===== config.mk =====
export PLATFORM = sky130hd
export DESIGN_NAME = op_exec_top
export DESIGN_NICKNAME = d
export VERILOG_FILES = /design/src/rtl/op_pkg.sv /design/src/rtl/op_decode.sv /design/src/rtl/op_regfile.sv /design/src/rtl/op_alu.sv /design/src/rtl/op_ccode.sv /design/src/rtl/op_exec_top.sv
export SDC_FILE = /design/constraint.sdc
export NUM_CORES = 1
export LEC_CHECK = 0
export BUFFER_PORTS_ARGS = -buffer_cell sky130_fd_sc_hd__buf_2
export CORE_MARGIN = 1
export CORE_UTILIZATION = 60
export DETAILED_ROUTE_END_ITERATION = 6
export PLACE_DENSITY_LB_ADDON = 0.3
export SETUP_SLACK_MARGIN = 0.4
export SKIP_LAST_GASP = 1
export SYNTH_ARGS = -nofsm -noshare
export SYNTH_HDL_FRONTEND = slang
export SYNTH_SLANG_ARGS = --single-unit

===== constraint.sdc =====
create_clock -name clk_i -period 5.08 [get_ports clk_i]
set_input_delay 1.27 -clock clk_i [delete_from_list [all_inputs] [get_ports clk_i]]
set_output_delay 1.27 -clock clk_i [all_outputs]
set_load 0.01 [all_outputs]

===== src/rtl/op_pkg.sv =====
package op_pkg;
  localparam int unsigned OPC_W = 4;
  localparam int unsigned RID_W = 3;
  localparam int unsigned IMM_W = 5;

  typedef enum logic [OPC_W-1:0] {
    OPC_ADD = 4'b0001,
    OPC_AND = 4'b0101,
    OPC_NOT = 4'b1001
  } opcode_e;

  typedef enum logic [1:0] {
    FN_ADD,
    FN_AND,
    FN_INV
  } alu_fn_e;

  typedef struct packed {
    logic             valid;
    alu_fn_e          fn;
    logic [RID_W-1:0] dst;
    logic [RID_W-1:0] src_a;
    logic [RID_W-1:0] src_b;
    logic             use_imm;
    logic [IMM_W-1:0] imm;
  } dec_t;
endpackage


===== src/rtl/op_decode.sv =====
module op_decode
  import op_pkg::*;
(
  input  logic [15:0] instr_i,
  output dec_t        dec_o
);
  always_comb begin
    dec_o         = '0;
    dec_o.dst     = instr_i[11:9];
    dec_o.src_a   = instr_i[8:6];
    dec_o.src_b   = instr_i[2:0];
    dec_o.use_imm = instr_i[5];
    dec_o.imm     = instr_i[IMM_W-1:0];
    dec_o.fn      = FN_ADD;
    unique case (instr_i[15:12])
      OPC_ADD: begin dec_o.valid = 1'b1; dec_o.fn = FN_ADD; end
      OPC_AND: begin dec_o.valid = 1'b1; dec_o.fn = FN_AND; end
      OPC_NOT: begin dec_o.valid = 1'b1; dec_o.fn = FN_INV; dec_o.use_imm = 1'b0; end
      default: dec_o.valid = 1'b0;
    endcase
  end
endmodule


===== src/rtl/op_regfile.sv =====
module op_regfile #(
  parameter int unsigned DATA_W = 16,
  parameter int unsigned ADDR_W = 3,
  localparam int unsigned REG_N = 1 << ADDR_W
) (
  input  logic              clk_i,
  input  logic              rst_ni,
  input  logic              we_i,
  input  logic [ADDR_W-1:0] waddr_i,
  input  logic [DATA_W-1:0] wdata_i,
  input  logic [ADDR_W-1:0] raddr_a_i,
  input  logic [ADDR_W-1:0] raddr_b_i,
  input  logic [ADDR_W-1:0] raddr_d_i,
  output logic [DATA_W-1:0] rdata_a_o,
  output logic [DATA_W-1:0] rdata_b_o,
  output logic [DATA_W-1:0] rdata_d_o
);
  logic [DATA_W-1:0] regs_q [REG_N];

  for (genvar g = 0; g < REG_N; g++) begin : g_reg
    always_ff @(posedge clk_i or negedge rst_ni) begin
      if (!rst_ni)                                  regs_q[g] <= '0;
      else if (we_i && waddr_i == ADDR_W'(g))       regs_q[g] <= wdata_i;
    end
  end

  assign rdata_a_o = regs_q[raddr_a_i];
  assign rdata_b_o = regs_q[raddr_b_i];
  assign rdata_d_o = regs_q[raddr_d_i];
endmodule


===== src/rtl/op_alu.sv =====
module op_alu
  import op_pkg::*;
#(
  parameter int unsigned DATA_W = 16
) (
  input  alu_fn_e           fn_i,
  input  logic              use_imm_i,
  input  logic [IMM_W-1:0]  imm_i,
  input  logic [DATA_W-1:0] a_i,
  input  logic [DATA_W-1:0] b_i,
  output logic [DATA_W-1:0] res_o
);
  logic [DATA_W-1:0] imm_ext, opnd_b;

  assign imm_ext = {{(DATA_W-IMM_W){imm_i[IMM_W-1]}}, imm_i};
  assign opnd_b  = use_imm_i ? imm_ext : b_i;

  always_comb begin
    unique case (fn_i)
      FN_ADD:  res_o = a_i + opnd_b;  // wraps, carry dropped
      FN_AND:  res_o = a_i & opnd_b;
      FN_INV:  res_o = ~a_i;
      default: res_o = '0;
    endcase
  end
endmodule


===== src/rtl/op_ccode.sv =====
module op_ccode #(
  parameter int unsigned DATA_W = 16
) (
  input  logic              clk_i,
  input  logic              rst_ni,
  input  logic              upd_i,
  input  logic [DATA_W-1:0] val_i,
  output logic              n_o,
  output logic              z_o,
  output logic              p_o
);
  logic [2:0] nzp_q, nzp_d;

  always_comb begin
    if (val_i[DATA_W-1]) nzp_d = 3'b100;
    else if (val_i == '0) nzp_d = 3'b010;
    else                  nzp_d = 3'b001;
  end

  always_ff @(posedge clk_i or negedge rst_ni) begin
    if (!rst_ni)    nzp_q <= 3'b010;
    else if (upd_i) nzp_q <= nzp_d;
  end

  assign {n_o, z_o, p_o} = nzp_q;
endmodule


===== src/rtl/op_exec_top.sv =====
module op_exec_top
  import op_pkg::*;
#(
  parameter int unsigned DATA_W = 16
) (
  input  logic              clk_i,
  input  logic              rst_ni,
  input  logic [15:0]       instr_i,
  input  logic              exec_i,
  input  logic [RID_W-1:0]  dbg_addr_i,
  output logic [DATA_W-1:0] dbg_data_o,
  output logic              flag_n_o,
  output logic              flag_z_o,
  output logic              flag_p_o
);
  dec_t              dec;
  logic [DATA_W-1:0] rd_a, rd_b, wr_data;
  logic              wr_en;

  op_decode u_dec (.instr_i(instr_i), .dec_o(dec));

  assign wr_en = exec_i & dec.valid;

  op_regfile #(.DATA_W(DATA_W), .ADDR_W(RID_W)) u_rf (
    .clk_i, .rst_ni,
    .we_i(wr_en), .waddr_i(dec.dst), .wdata_i(wr_data),
    .raddr_a_i(dec.src_a), .raddr_b_i(dec.src_b), .raddr_d_i(dbg_addr_i),
    .rdata_a_o(rd_a), .rdata_b_o(rd_b), .rdata_d_o(dbg_data_o)
  );

  op_alu #(.DATA_W(DATA_W)) u_alu (
    .fn_i(dec.fn), .use_imm_i(dec.use_imm), .imm_i(dec.imm),
    .a_i(rd_a), .b_i(rd_b), .res_o(wr_data)
  );

  op_ccode #(.DATA_W(DATA_W)) u_cc (
    .clk_i, .rst_ni, .upd_i(wr_en), .val_i(wr_data),
    .n_o(flag_n_o), .z_o(flag_z_o), .p_o(flag_p_o)
  );
endmodule


; ---- Word-level counts from Yosys, hierarchy flattened
; Index checks and enable logic that the tools add are counted.
[word_totals]
ramBits = 0
rom_bits = 0
in_bits = 22
out_inout_bits = 19
mem_count = 0
elab_cells = 59
latchBits = 0
ff_bits = 131
[op_classes]
n_bitwise = 6
order_cmp = 3
reduce_logical = 12
div_mod_pow = 0
n_eq_ne = 12
addsub = 1
muxes = 16
shift = 0
mul = 0
[op_table]
columns = op, n
row1 = 16-bit binary-select mux with 3-bit select, 3
row2 = 16-bit 2-to-1 mux, 7
row3 = 16-bit one-hot mux with 3 select lines, 1
row4 = 16-bit adder, 1
row5 = 16-bit bitwise AND, 1
row6 = 16-bit logical NOT, 1
row7 = 16-bit inverter, 1
row8 = "3-bit == test, second input constant", 4
row9 = "4-bit >= comparator, second input constant", 3
row10 = 3-bit inverter with 4-bit output, 3
row11 = 1-bit logical AND, 8
row12 = "3-bit by 2-bit == test with 1-bit output, second input constant", 2
row13 = "4-bit by 1-bit == test with 1-bit output, second input constant", 1
row14 = "4-bit by 3-bit == test with 1-bit output, second input constant", 1
row15 = "4-bit == test, second input constant", 1
row16 = 2-bit one-hot mux with 2 select lines, 1
row17 = "3-bit by 1-bit == test with 1-bit output, second input constant", 1
row18 = 3-bit logical NOT, 1
row19 = 3-bit 2-to-1 mux, 1
row20 = 3-bit OR reduction, 1
row21 = "2-bit by 1-bit == test with 1-bit output, second input constant", 1
row22 = "2-bit == test, second input constant", 1
row23 = 2-bit logical NOT, 1
row24 = 1-bit 2-to-1 mux, 2
row25 = 2 further kinds, 2

; ---- Depth between registers and ports, before layout
; Gate-level depths: netlist of the first run.
[logic_depth]
word_depth = 10
depth_mapped = 19
depth_no_buf = 16

; ---- By module
; From an unflattened synthesis of the first run, not the netlist that was laid out.
[hier_totals]
cells_unflattened = 670
area_unflattened_um2 = 9629.2
[by_module_without_submodules]
columns = mod, seq_area_each_um2, area_each_um2, cells_per_inst, instances
row1 = op_regfile, 3203.1, 8071.5, 450, 1
row2 = op_alu, 0.0, 1212.4, 185, 1
row3 = op_ccode, 76.3, 185.2, 15, 1
row4 = op_decode, 0.0, 153.9, 19, 1
row5 = op_exec_top, 0.0, 6.3, 1, 1

; ---- Worst setup path before layout of the first run
; No wires, ideal clock.
[synth_timing]
kind = in2reg
start = input port instr_i[0]
end = register u_rf.regs_q[95] in the netlist's numbering
setup_ns = 0.125
path_buffers = 3
arrival_ns = 4.999
path_stages = 14
required_time_ns = 4.955
setup_slack_ns = -0.044
cell_sequence = clkbuf_1 -> buf_1 -> mux4_2 -> mux2i_1 -> a21oi_1 -> ha_1 -> a211oi_2 -> o32ai_2 -> a2111oi_4 -> or4_1 -> a32oi_1 -> or3_4 -> buf_6 -> mux2_2
[synth_between]
elab_chain_len = 7
word_cells_on_any_way = 8
classes_between = add/sub (1) / mux (5) / bitwise (2)
[synth_lines]
columns = item, line
row1 = start: declaration, op_exec_top.sv:8  ; input logic [15:0] instr_i,
row2 = 3-bit inverter with 4-bit output (implied by the code), op_regfile.sv:28  ; assign rdata_b_o = regs_q[raddr_b_i];
row3 = 16-bit binary-select mux with 3-bit select, op_regfile.sv:28
row4 = 16-bit 2-to-1 mux (implied by the code) (2 in a row), op_regfile.sv:28
row5 = 16-bit 2-to-1 mux *, op_alu.sv:16  ; assign opnd_b = use_imm_i ? imm_ext : b_i;
row6 = 16-bit adder / 16-bit bitwise AND (equally long branches), "op_alu.sv:20, op_alu.sv:21"
row7 = 16-bit one-hot mux with 3 select lines *, op_alu.sv:19  ; unique case (fn_i)
row8 = end signal: indexed assignment, op_regfile.sv:23  ; else if (we_i && waddr_i == ADDR_W'(g)) regs_q[g] <= wdata_i;
row9 = end: declaration, op_regfile.sv:18  ; logic [DATA_W-1:0] regs_q [REG_N];
; Mark *: on every way between the ends. The rest lies on a longest branch, timed or not. The select of a mux whose other input is x is not followed.
; A chain may end at the register's enable or synchronous reset.

; ---- Worst setup path in the final report of the first run
[layout_timing]
start = input port instr_i[7]
end = register u_cc.nzp_q[0]
[layout_between]
elab_chain_len = 9
word_cells_on_any_way = 11
classes_between = add/sub (1) / mux (6) / bitwise (3) / reduce/logical (1)
[layout_lines]
columns = item, line
row1 = 3-bit inverter with 4-bit output (implied by the code) *, op_regfile.sv:27  ; assign rdata_a_o = regs_q[raddr_a_i];
row2 = 16-bit binary-select mux with 3-bit select *, op_regfile.sv:27
row3 = 16-bit 2-to-1 mux (implied by the code) * (2 in a row), op_regfile.sv:27
row4 = 16-bit adder (tied with other cells), op_alu.sv:20  ; FN_ADD: res_o = a_i + opnd_b;
row5 = 16-bit one-hot mux with 3 select lines *, op_alu.sv:19
row6 = 16-bit logical NOT, op_ccode.sv:16  ; else if (val_i == '0) nzp_d = 3'b010;
row7 = 2-bit 2-to-1 mux, op_ccode.sv:16
row8 = 3-bit 2-to-1 mux *, op_ccode.sv:15  ; if (val_i[DATA_W-1]) nzp_d = 3'b100;
row9 = end signal: assignment, op_ccode.sv:22  ; else if (upd_i) nzp_q <= nzp_d;
row10 = end: declaration, op_ccode.sv:12  ; logic [2:0] nzp_q, nzp_d;
; Marks and branches as above.

==> out/results.ini, run 1 <==
[outcome]
outcome = finished with violations
violations = design-rule violations

[cells_and_area]
nets = 890
syn_to_final_growth_pct = 16.8
nFillCells = 936
regArea_sq_um = 3280
antenna_cells = 0
layout-drive-gt1-share_pct = 40.3
multiInputGateArea_sq_um = 5680
final-instance-count-excl-fill = 1047

[die]
die_height_microns = 126
die_x_microns = 126
initial_core_util_pct = 62.3
die_area_sq_um = 15800
rows = 44
pin_count = 41
core-area_sq_um = 14700

[setup_path]
arrival_ns = 5.04
r2r-end = u_cc.nzp_q[0]
r2r_slack_ns = 1.25
ff2ff_path_depth = 13
critPathLaunchType = primary input
rr_startpoint = u_rf.regs_q[72]
startpoint = instr_i[7]
cp.required_ns = 5.45
end_kind = flip-flop
crit_end = u_cc.nzp_q[0]
path_class = in -> reg
crit_fanout = 11

[clock_network]
htreeDepth = 4
hold_buffers = 0
cts_buffers = 17
path_clk_slew_ns = 0.06
root_buffer = clkbuf_16
cts.sinks = 131
worstSkewPairLatency_ns = 0.43
cts_tree = built
clockBufferDepth = 2

[route]
wirelength_mm = 27.1
num_vias = 7562
dr.pass1.iters = 7
viasPerCell = 7.22
drtAntennaViolNets = 0
dr.first_iter.drc_count = 960
drc = 2
wl_per_cell_microns = 25.9

[place]
place_congestion = 0.951
dp.cells = 1003
place_ws_ns = 0.0427
port_buffers = 40
dp_hpwl_mm = 18.5

[sta]
max_slew_margin_pct = 39.5
worstMarginPinSlew_ns = 0.908
rsz0062_at_grt = yes
period_minus_slack_ns = 4.67
setup-tns-final_ns = 0
finalClockSkew_ns = 0.0123
setup_ws_ns = 0.411
clock.fmax_ghz = 0.214
drv_slew = 0
final.period_utilization_pct = 91.9
setup_viol = 0
hold_viol = 0

[logic_synthesis]
async_flop_share_pct = 100
synth-edff-count = 0
yosys.area.top_type = dfrtp_1
synth_area_sq_um = 9160
synth.top_cell.area_share_pct = 35.5
synth_cell_types = 80
synthesis.nets = 820
avgSynthCellArea_sq_um = 11.7
synth_top_family_by_area = multiplexers
synth_compound_area_share_pct = 12.4
synth_area_leaders = dfrtp_1 36%, mux4_2 22%, mux2_2 8.5%, a21oi_1 3.7%, o21ai_0 2.9%
muxShareOfSynthArea_pct = 35.6
syn_inst = 781
yosysWarningCount = 0
synthAdderAreaFrac_pct = 2.40
synth_seq_cells = 131
synthXorXnorAreaFrac_pct = 0.478
synth_seq_area_share_pct = 35.8
ys.flop_type = dfrtp_1
synthSimpleGateAreaFrac_pct = 9.65

[global_route]
grt_pass1_vias = 7573
grt_max_degree = 50
globalRouteOverflowTotal = 0
grt_usage_pct = 36.0
grt_pass1_wl_mm = 42.2
grt_antenna_before_repair = 0

[min_path]
min_from = u_cc.nzp_q[2]
hold_class = reg -> reg

[power_and_ir_drop]
p_per_area_nw_per_um2 = 544
ir_worst_vdd_mv = 0.355
p_leak_nw = 4.70
p_total_w = 0.00583

[run]
cap_violations = 0

## layout make-up
cell class                      instances  share of cell area (%)
Clock buffer                           17                    3.98
Clock inverter                         14                    1.89
Inverter                               17                   0.596
Multi-Input combinational cell        574                    53.1
Sequential cell                       131                    30.7
Tap cell                              184                    2.15
Timing Repair Buffer                  110                    7.67
## Yosys cell counts (3+ instances only)
cell type	count
nand2_1	63
buf_2	7
o2111ai_1	3
mux4_1	7
nand4_1	4
mux2i_1	22
nand2b_1	8
xor2_1	3
inv_1	17
nor3_1	5
or2_2	3
mux4_2	89
a21oi_1	67
mux2_2	69
buf_1	8
o211ai_1	3
ha_1	16
or3_1	5
mux2_4	5
buf_4	3
a22oi_1	4
nor2b_1	4
nand3_1	7
buf_6	3
o211a_1	3
a21o_1	6
nor2_1	60
clkbuf_1	37
o31ai_1	4
o21ai_0	53
o21a_1	3
a211oi_2	3
nand4b_1	3
dfrtp_1	130
## worst max-delay path: stages
cell and delay (ns):
clkbuf_4 0.20, buf_12 0.16, buf_4 0.14, mux4_2 0.49, mux2_2 0.33, ha_2 0.39
o21ai_2 0.08, buf_4 0.15, o311ai_0 0.39, a41oi_1 0.10, o31ai_1 0.72, nor2b_1 0.10
and3b_1 0.23, nand4_1 0.15, o21a_1 0.13
## power by group
| part | switching, W | internal (W) |
|---|---|---|
| Sequential | 0.000365 | 0.00139 |
| Combinational | 0.00140 | 0.00135 |
| Clock | 0.000502 | 0.000826 |
## layer usage
layer / vias to the layer above / GRT usage (%) / routed length, microns
met1: 3839 / 48.3 / 10400
met4: 0 / 15.3 / 850
met2: 498 / 56.3 / 13100
met5: - / 0 / 0
met3: 72 / 8.90 / 2760
li1: 3153 / - / -
## cell usage in the layout, fill, tap and decap left out, types with 37 or more instances in the layout
cell       n
nor2_1    58
o21ai_0   47
buf_4     64
buf_2     37
a21oi_1   67
dfrtp_1  130
mux4_2    89
nand2_1   62
mux2_2    69
## sequential cells by signal (all words and copies together) (netlist names)
name / cells
u_cc.nzp_q: 3
u_rf.regs_q: 128
## cell families after synthesis
kind of cell | count (synthesis)
flip-flops | 131
AND/OR/NAND/NOR | 182
adder cells (fa/ha/maj) | 17
multiplexers | 192
XOR/XNOR | 5
AO/OA/AOI/OAI | 178
buffers and inverters | 76
## per-stage QoR
| stage | area (sq um) | utilization [%] | hold slack (ns) |
|---|---|---|---|
| 4_1_cts | 10500 | 71.7 | 0.516 |
| 6_report | 10700 | 72.8 | 0.509 |
| 3_3_place_gp | 9910 | 67.4 | 0.488 |
| 2_1_floorplan | 9240 | - | 0.474 |
| 3_5_place_dp | 9910 | 67.4 | 0.507 |
| 5_1_grt | 10700 | 72.8 | 0.552 |
## worst min path at each step
stage	end	cells after the start
after floorplan	u_rf.regs_q[82]	2
after global placement	u_cc.nzp_q[1]	2
after detailed placement	u_cc.nzp_q[2]	2
after CTS	u_cc.nzp_q[1]	2
after global routing	u_rf.regs_q[84]	2
final	u_cc.nzp_q[2]	2
## repair_timing
item,in CTS,in global routing
gates resized for setup,0,22
endpoints found under the setup margin,0,41
setup buffers,0,13
(Power assumes the default switching activity.)
==> run 2, diff against run 1 <==
- RECOVER_POWER: unset -> 50
==> out/results.ini, run 2 (synthesis gave the netlist of run 1 again) <==
[place]
place_congestion = 0.951
dp_hpwl_mm = 18.5
port_buffers = 40
place_ws_ns = 0.0427

[setup_path]
cpMostUsedCell = and4b_1
end_kind = flip-flop
cp_cell_sequence = clkbuf_4 -> buf_4 -> mux4_2 -> mux2_1 -> ha_1 -> inv_1 -> fa_1 -> nand2b_4 -> a211oi_4 -> and4_1 -> o41a_1 -> and4b_1 -> and4b_1 -> nand4_1 -> o21a_1
arrival_ns = 5.00
r2r_slack_ns = 1.23
crit_path_max_incr_delay_ns = 0.52
crit_fanout = 9
path_class = in -> reg
critPathSlowestCell = mux4_2
ff2ff_path_depth = 13
r2r-end = u_cc.nzp_q[0]
critPathLaunchType = primary input
worst-path-buf-inv = 3
rr_startpoint = u_rf.regs_q[72]
cp.required_ns = 5.41
crit_family = simple AND/OR/NAND/NOR gates

[global_route]
grtUsageMet1_pct = 48.3
grt_use_met3_pct = 8.90
grt_pass1_wl_mm = 42.2
grt_max_degree = 50
grt.busiest_layer = met2
grt_util_met2_pct = 56.3
grt_pass1_vias = 7573
globalRouteOverflowTotal = 0
grt_usage_pct = 36.0
grt_antenna_before_repair = 0

[die]
pin_count = 41
die_height_microns = 126
initial_core_util_pct = 62.3
rows = 44
die_x_microns = 126
die_area_sq_um = 15800
core-area_sq_um = 14700

[power_and_ir_drop]
ir_worst_vdd_mv = 0.356
p_per_area_nw_per_um2 = 545
p_leak_nw = 4.69

[min_path]
worstHoldPathCells = 2
whs_endpoint = u_cc.nzp_q[2]
min_from = u_cc.nzp_q[2]
hold_class = reg -> reg

[route]
drc = 2
wl_per_cell_microns = 25.9
num_vias = 7501
wirelength_mm = 27.1
viasPerCell = 7.16
drtAntennaViolNets = 0
dr.first_iter.drc_count = 896
dr.pass1.iters = 7

[sta]
max_slew_margin_pct = -64.8
finalClockSkew_ns = 0.00879
clock.fmax_ghz = 0.214
rsz0062_at_grt = yes
setup-tns-final_ns = 0
period_minus_slack_ns = 4.68
final.period_utilization_pct = 92.0
hold_viol = 0
drv_slew = 46
setup_viol = 0
worstMarginPinSlew_ns = 2.47
setup_ws_ns = 0.405

[cells_and_area]
nFillCells = 941
largestRegisters = u_rf.regs_q: 128 flops, u_cc.nzp_q: 3 flops
multiInputGateArea_sq_um = 5670
syn_to_final_growth_pct = 16.6
largest_reg_flops = 128
mostFrequentLayoutCells = 130 x dfrtp_1, 89 x mux4_2, 68 x mux2_2
antenna_cells = 0
largest-register = u_rf.regs_q
layout-drive-gt1-share_pct = 39.4
nets = 890
layout_commonest_cell = dfrtp_1
regArea_sq_um = 3280

[clock_network]
htreeDepth = 4
path_clk_slew_ns = 0.06
cts_tree = built
cts_buffers = 17
root_buffer = clkbuf_16
cts.sinks = 131
hold_buffers = 0
worstSkewPairLatency_ns = 0.44
clockBufferDepth = 2

[outcome]
violations = design-rule violations, max-capacitance violations, max-slew violations
outcome = finished with violations

[run]
cap_violations = 1

==> run 2: report_power, final <==
part	total (W)	internal [W]	switching (W)
logic	0.00274	0.00134	0.00140
registers	0.00175	0.00139	0.000367
clock network	0.00133	0.000826	0.000504
total	0.00582	0.00355	0.00227
==> run 2: timing repair <==
action,in CTS,in global routing
setup buffers,0,13
setup endpoints to repair,0,41
gates resized for setup,0,22
hold endpoints to repair,0,0
==> run 2: worst max path at each step <==
| stage | startpoint | end | slack (ns) | cells after the start |
|---|---|---|---|---|
| floorplan | instr_i[15] | u_rf.regs_q[95] | 0.41 | 17 |
| global route | instr_i[13] | u_cc.nzp_q[1] | 0.22 | 17 |
| global placement | instr_i[7] | u_rf.regs_q[13] | 0.14 | 14 |
| detailed placement | instr_i[7] | u_rf.regs_q[29] | 0.04 | 14 |
| finish | instr_i[7] | u_cc.nzp_q[0] | 0.40 | 15 |
| CTS | instr_i[7] | u_cc.nzp_q[0] | 0.42 | 16 |
==> run 2: layout make-up <==
cell class | count | area share (%)
Clock buffer | 17 | 3.98
Clock inverter | 14 | 1.90
Inverter | 17 | 0.597
Multi-Input combinational cell | 574 | 53.1
Sequential cell | 131 | 30.7
Tap cell | 184 | 2.16
Timing Repair Buffer | 110 | 7.58
==> run 2: worst reg2reg max path: cells and delay by family, from the launching register on <==
kind | cells | cell delay [ns]
AO/OA/AOI/OAI | 5 | 1.50
multiplexers | 2 | 0.79
AND/OR/NAND/NOR | 3 | 0.48
buffers and inverters | 2 | 0.21
flip-flops | 1 | 0.43
adder cells (fa/ha/maj) | 1 | 0.37
==> run 2: routing by layer <==
layer  wire length [microns]  up-vias
met5                       0        -
met4                     903        0
met3                    2820       77
met2                   12900      521
met1                   10500     3756
li1                        -     3147
==> run 2: stage by stage <==
| stage | hold slack [ns] | instances | utilization [%] | cell area (sq um) | power (W) |
|---|---|---|---|---|---|
| after global placement | 0.488 | 1003 | 67.4 | 9910 | 0.00420 |
| after floorplan | 0.474 | 781 | - | 9240 | 0.00346 |
| after CTS | 0.516 | 1034 | 71.7 | 10500 | 0.00570 |
| after global routing | 0.552 | 1047 | 72.7 | 10700 | 0.00609 |
| final | 0.513 | 1047 | 72.7 | 10700 | 0.00582 |
| after detailed placement | 0.507 | 1003 | 67.4 | 9910 | 0.00435 |
==> run 3, diff against run 2 <==
--- a/config.mk
+++ b/config.mk
@@ -10,5 +10,6 @@
 export CORE_UTILIZATION = 60
 export DETAILED_ROUTE_END_ITERATION = 6
-export PLACE_DENSITY_LB_ADDON = 0.3
+export GPL_TIMING_DRIVEN = 0
+export PLACE_DENSITY = 0.76
 export RECOVER_POWER = 50
 export SETUP_SLACK_MARGIN = 0.4
==> constraint.sdc (replaced) <==
create_clock -name clk_i -period 5.08 [get_ports clk_i]
set_input_delay 1.524 -clock clk_i [delete_from_list [all_inputs] [get_ports clk_i]]
set_output_delay 1.524 -clock clk_i [all_outputs]
set_load 0.01 [all_outputs]
==> out/results.ini, run 3 (synthesis gave the netlist of run 1 again) <==
[outcome]
outcome = finished with violations
violations = design-rule violations, max-capacitance violations, max-slew violations

[sta]
worstMarginPinSlew_ns = 3.15
setup_viol = 0
finalClockSkew_ns = 0.00883
drv_slew = 55
clock.fmax_ghz = 0.204
setup_ws_ns = 0.189
max_slew_margin_pct = -110
rsz0062_at_grt = yes
period_minus_slack_ns = 4.89
hold_viol = 0
final.period_utilization_pct = 96.3

[place]
dpl_cell_area_sq_um = 9710
dp_hpwl_mm = 19.8
dp.cells = 996
port_buffers = 30
place_ws_ns = -0.867
place_congestion = 0.905

[route]
wl_per_cell_microns = 30.2
dr.first_iter.drc_count = 1256
wirelength_mm = 32.3
dr.pass1.iters = 7
num_vias = 8190
drc = 2
drtAntennaViolNets = 0
viasPerCell = 7.65

[global_route]
grt_pass1_wl_mm = 49.8
grt_usage_pct = 43.4
grtUsageMet1_pct = 52.9
grt_pass1_vias = 8389
grt_util_met2_pct = 66.4
grt.busiest_layer = met2
grt_antenna_before_repair = 0
grt_max_degree = 78
globalRouteOverflowTotal = 0
grt_use_met3_pct = 15.8

[cells_and_area]
final-instance-count-excl-fill = 1070
mostFrequentLayoutCells = 130 x dfrtp_1, 90 x mux4_2, 65 x mux2_2
largest-register = u_rf.regs_q
layout-drive-gt1-share_pct = 43.5
syn_to_final_growth_pct = 22.9
fin_area_sq_um = 11300
largestRegisters = u_rf.regs_q: 128 flops, u_cc.nzp_q: 3 flops
layout_commonest_cell = dfrtp_1
nets = 913
antenna_cells = 0
largest_reg_flops = 128

[clock_network]
htreeDepth = 4
worstSkewPairLatency_ns = 0.45
cts_tree = built
root_buffer = clkbuf_16
cts_buffers = 17
path_clk_slew_ns = 0.06
clockBufferDepth = 2
cts.sinks = 131

[setup_path]
crit_path_max_incr_delay_ns = 0.48
arrival_ns = 5.21
cp_cell_sequence = buf_12 -> buf_12 -> buf_12 -> mux4_2 -> mux2_4 -> ha_1 -> buf_4 -> a211o_1 -> a21o_1 -> a2111oi_4 -> or4_4 -> a32oi_1 -> or3_4 -> buf_8 -> mux2_2
path_class = in -> reg
end_kind = flip-flop
critPathLaunchType = primary input
critPathSlowestCell = mux4_2
crit_fanout = 5
cpMostUsedCell = buf_12
cp.required_ns = 5.40

[power_and_ir_drop]
p_leak_nw = 4.77
p_total_w = 0.00615
ir_worst_vdd_mv = 0.310
p_per_area_nw_per_um2 = 546

[min_path]
hold_class = reg -> reg

[die]
die_area_sq_um = 15800
die_x_microns = 126
initial_core_util_pct = 62.3
rows = 44
pin_count = 41
core-area_sq_um = 14700
die_height_microns = 126

[run]
cap_violations = 1

-- run 3: report_power, final --
group | leakage (nW) | switching (W) | total [W] | internal, W
sequential | 1.68 | 0.000388 | 0.00177 | 0.00139
clock | 0.268 | 0.000477 | 0.00118 | 0.000704
combinational | 2.83 | 0.00163 | 0.00320 | 0.00156
-- run 3: cell type report --
type / instances / area, sq um
Tap cell: 184 / 230
Buffer: 59 / 507
Clock inverter: 9 / 81.3
Clock buffer: 22 / 474
Timing Repair Buffer: 74 / 599
Fill cell: 867 / 3440
Multi-Input combinational cell: 574 / 6020
Inverter: 17 / 66.3
Sequential cell: 131 / 3280
-- run 3: critical path, delay by kind of cell --
kind | cells | cell delay, ns
adder cells (fa/ha/maj) | 1 | 0.26
AO/OA/AOI/OAI | 4 | 1.06
AND/OR/NAND/NOR | 2 | 0.64
buffers and inverters | 5 | 0.66
multiplexers | 3 | 1.05
-- run 3: per-stage QoR --
step | utilization (%) | setup TNS, ns | hold WS, ns
floorplan | - | 0 | 0.474
global placement | 65.8 | -30.74 | 0.464
detailed placement | 66.1 | -36.30 | 0.475
CTS | 75.8 | 0 | 0.479
global route | 76.6 | 0 | 0.513
finish | 76.6 | 0 | 0.487
-- run 3: final timing paths --
path	startpoint	to	slack (ns)	cells after the start
min in group asynchronous	rst_ni	u_rf.regs_q[69]	2.12	1
max reg2reg	u_rf.regs_q[16]	u_rf.regs_q[95]	1.19	12
min reg2reg	u_cc.nzp_q[1]	u_cc.nzp_q[1]	0.49	2
min	u_cc.nzp_q[1]	u_cc.nzp_q[1]	0.49	2
max	instr_i[7]	u_rf.regs_q[95]	0.19	15
max in group asynchronous	rst_ni	u_rf.regs_q[52]	1.18	1
-- run 3: timing repair --
action	CTS	global route
setup buffers	33	7
gates cloned	3	0
setup endpoints to repair	88	63
gates resized for setup	130	25
pin swaps	28	13
hold buffers	0	0
-- run 3: routing by layer --
metal	up-vias	wire [microns]
li1	3201	-
met1	4059	11200
met2	726	14700
met3	204	4120
met4	0	2310
met5	-	0
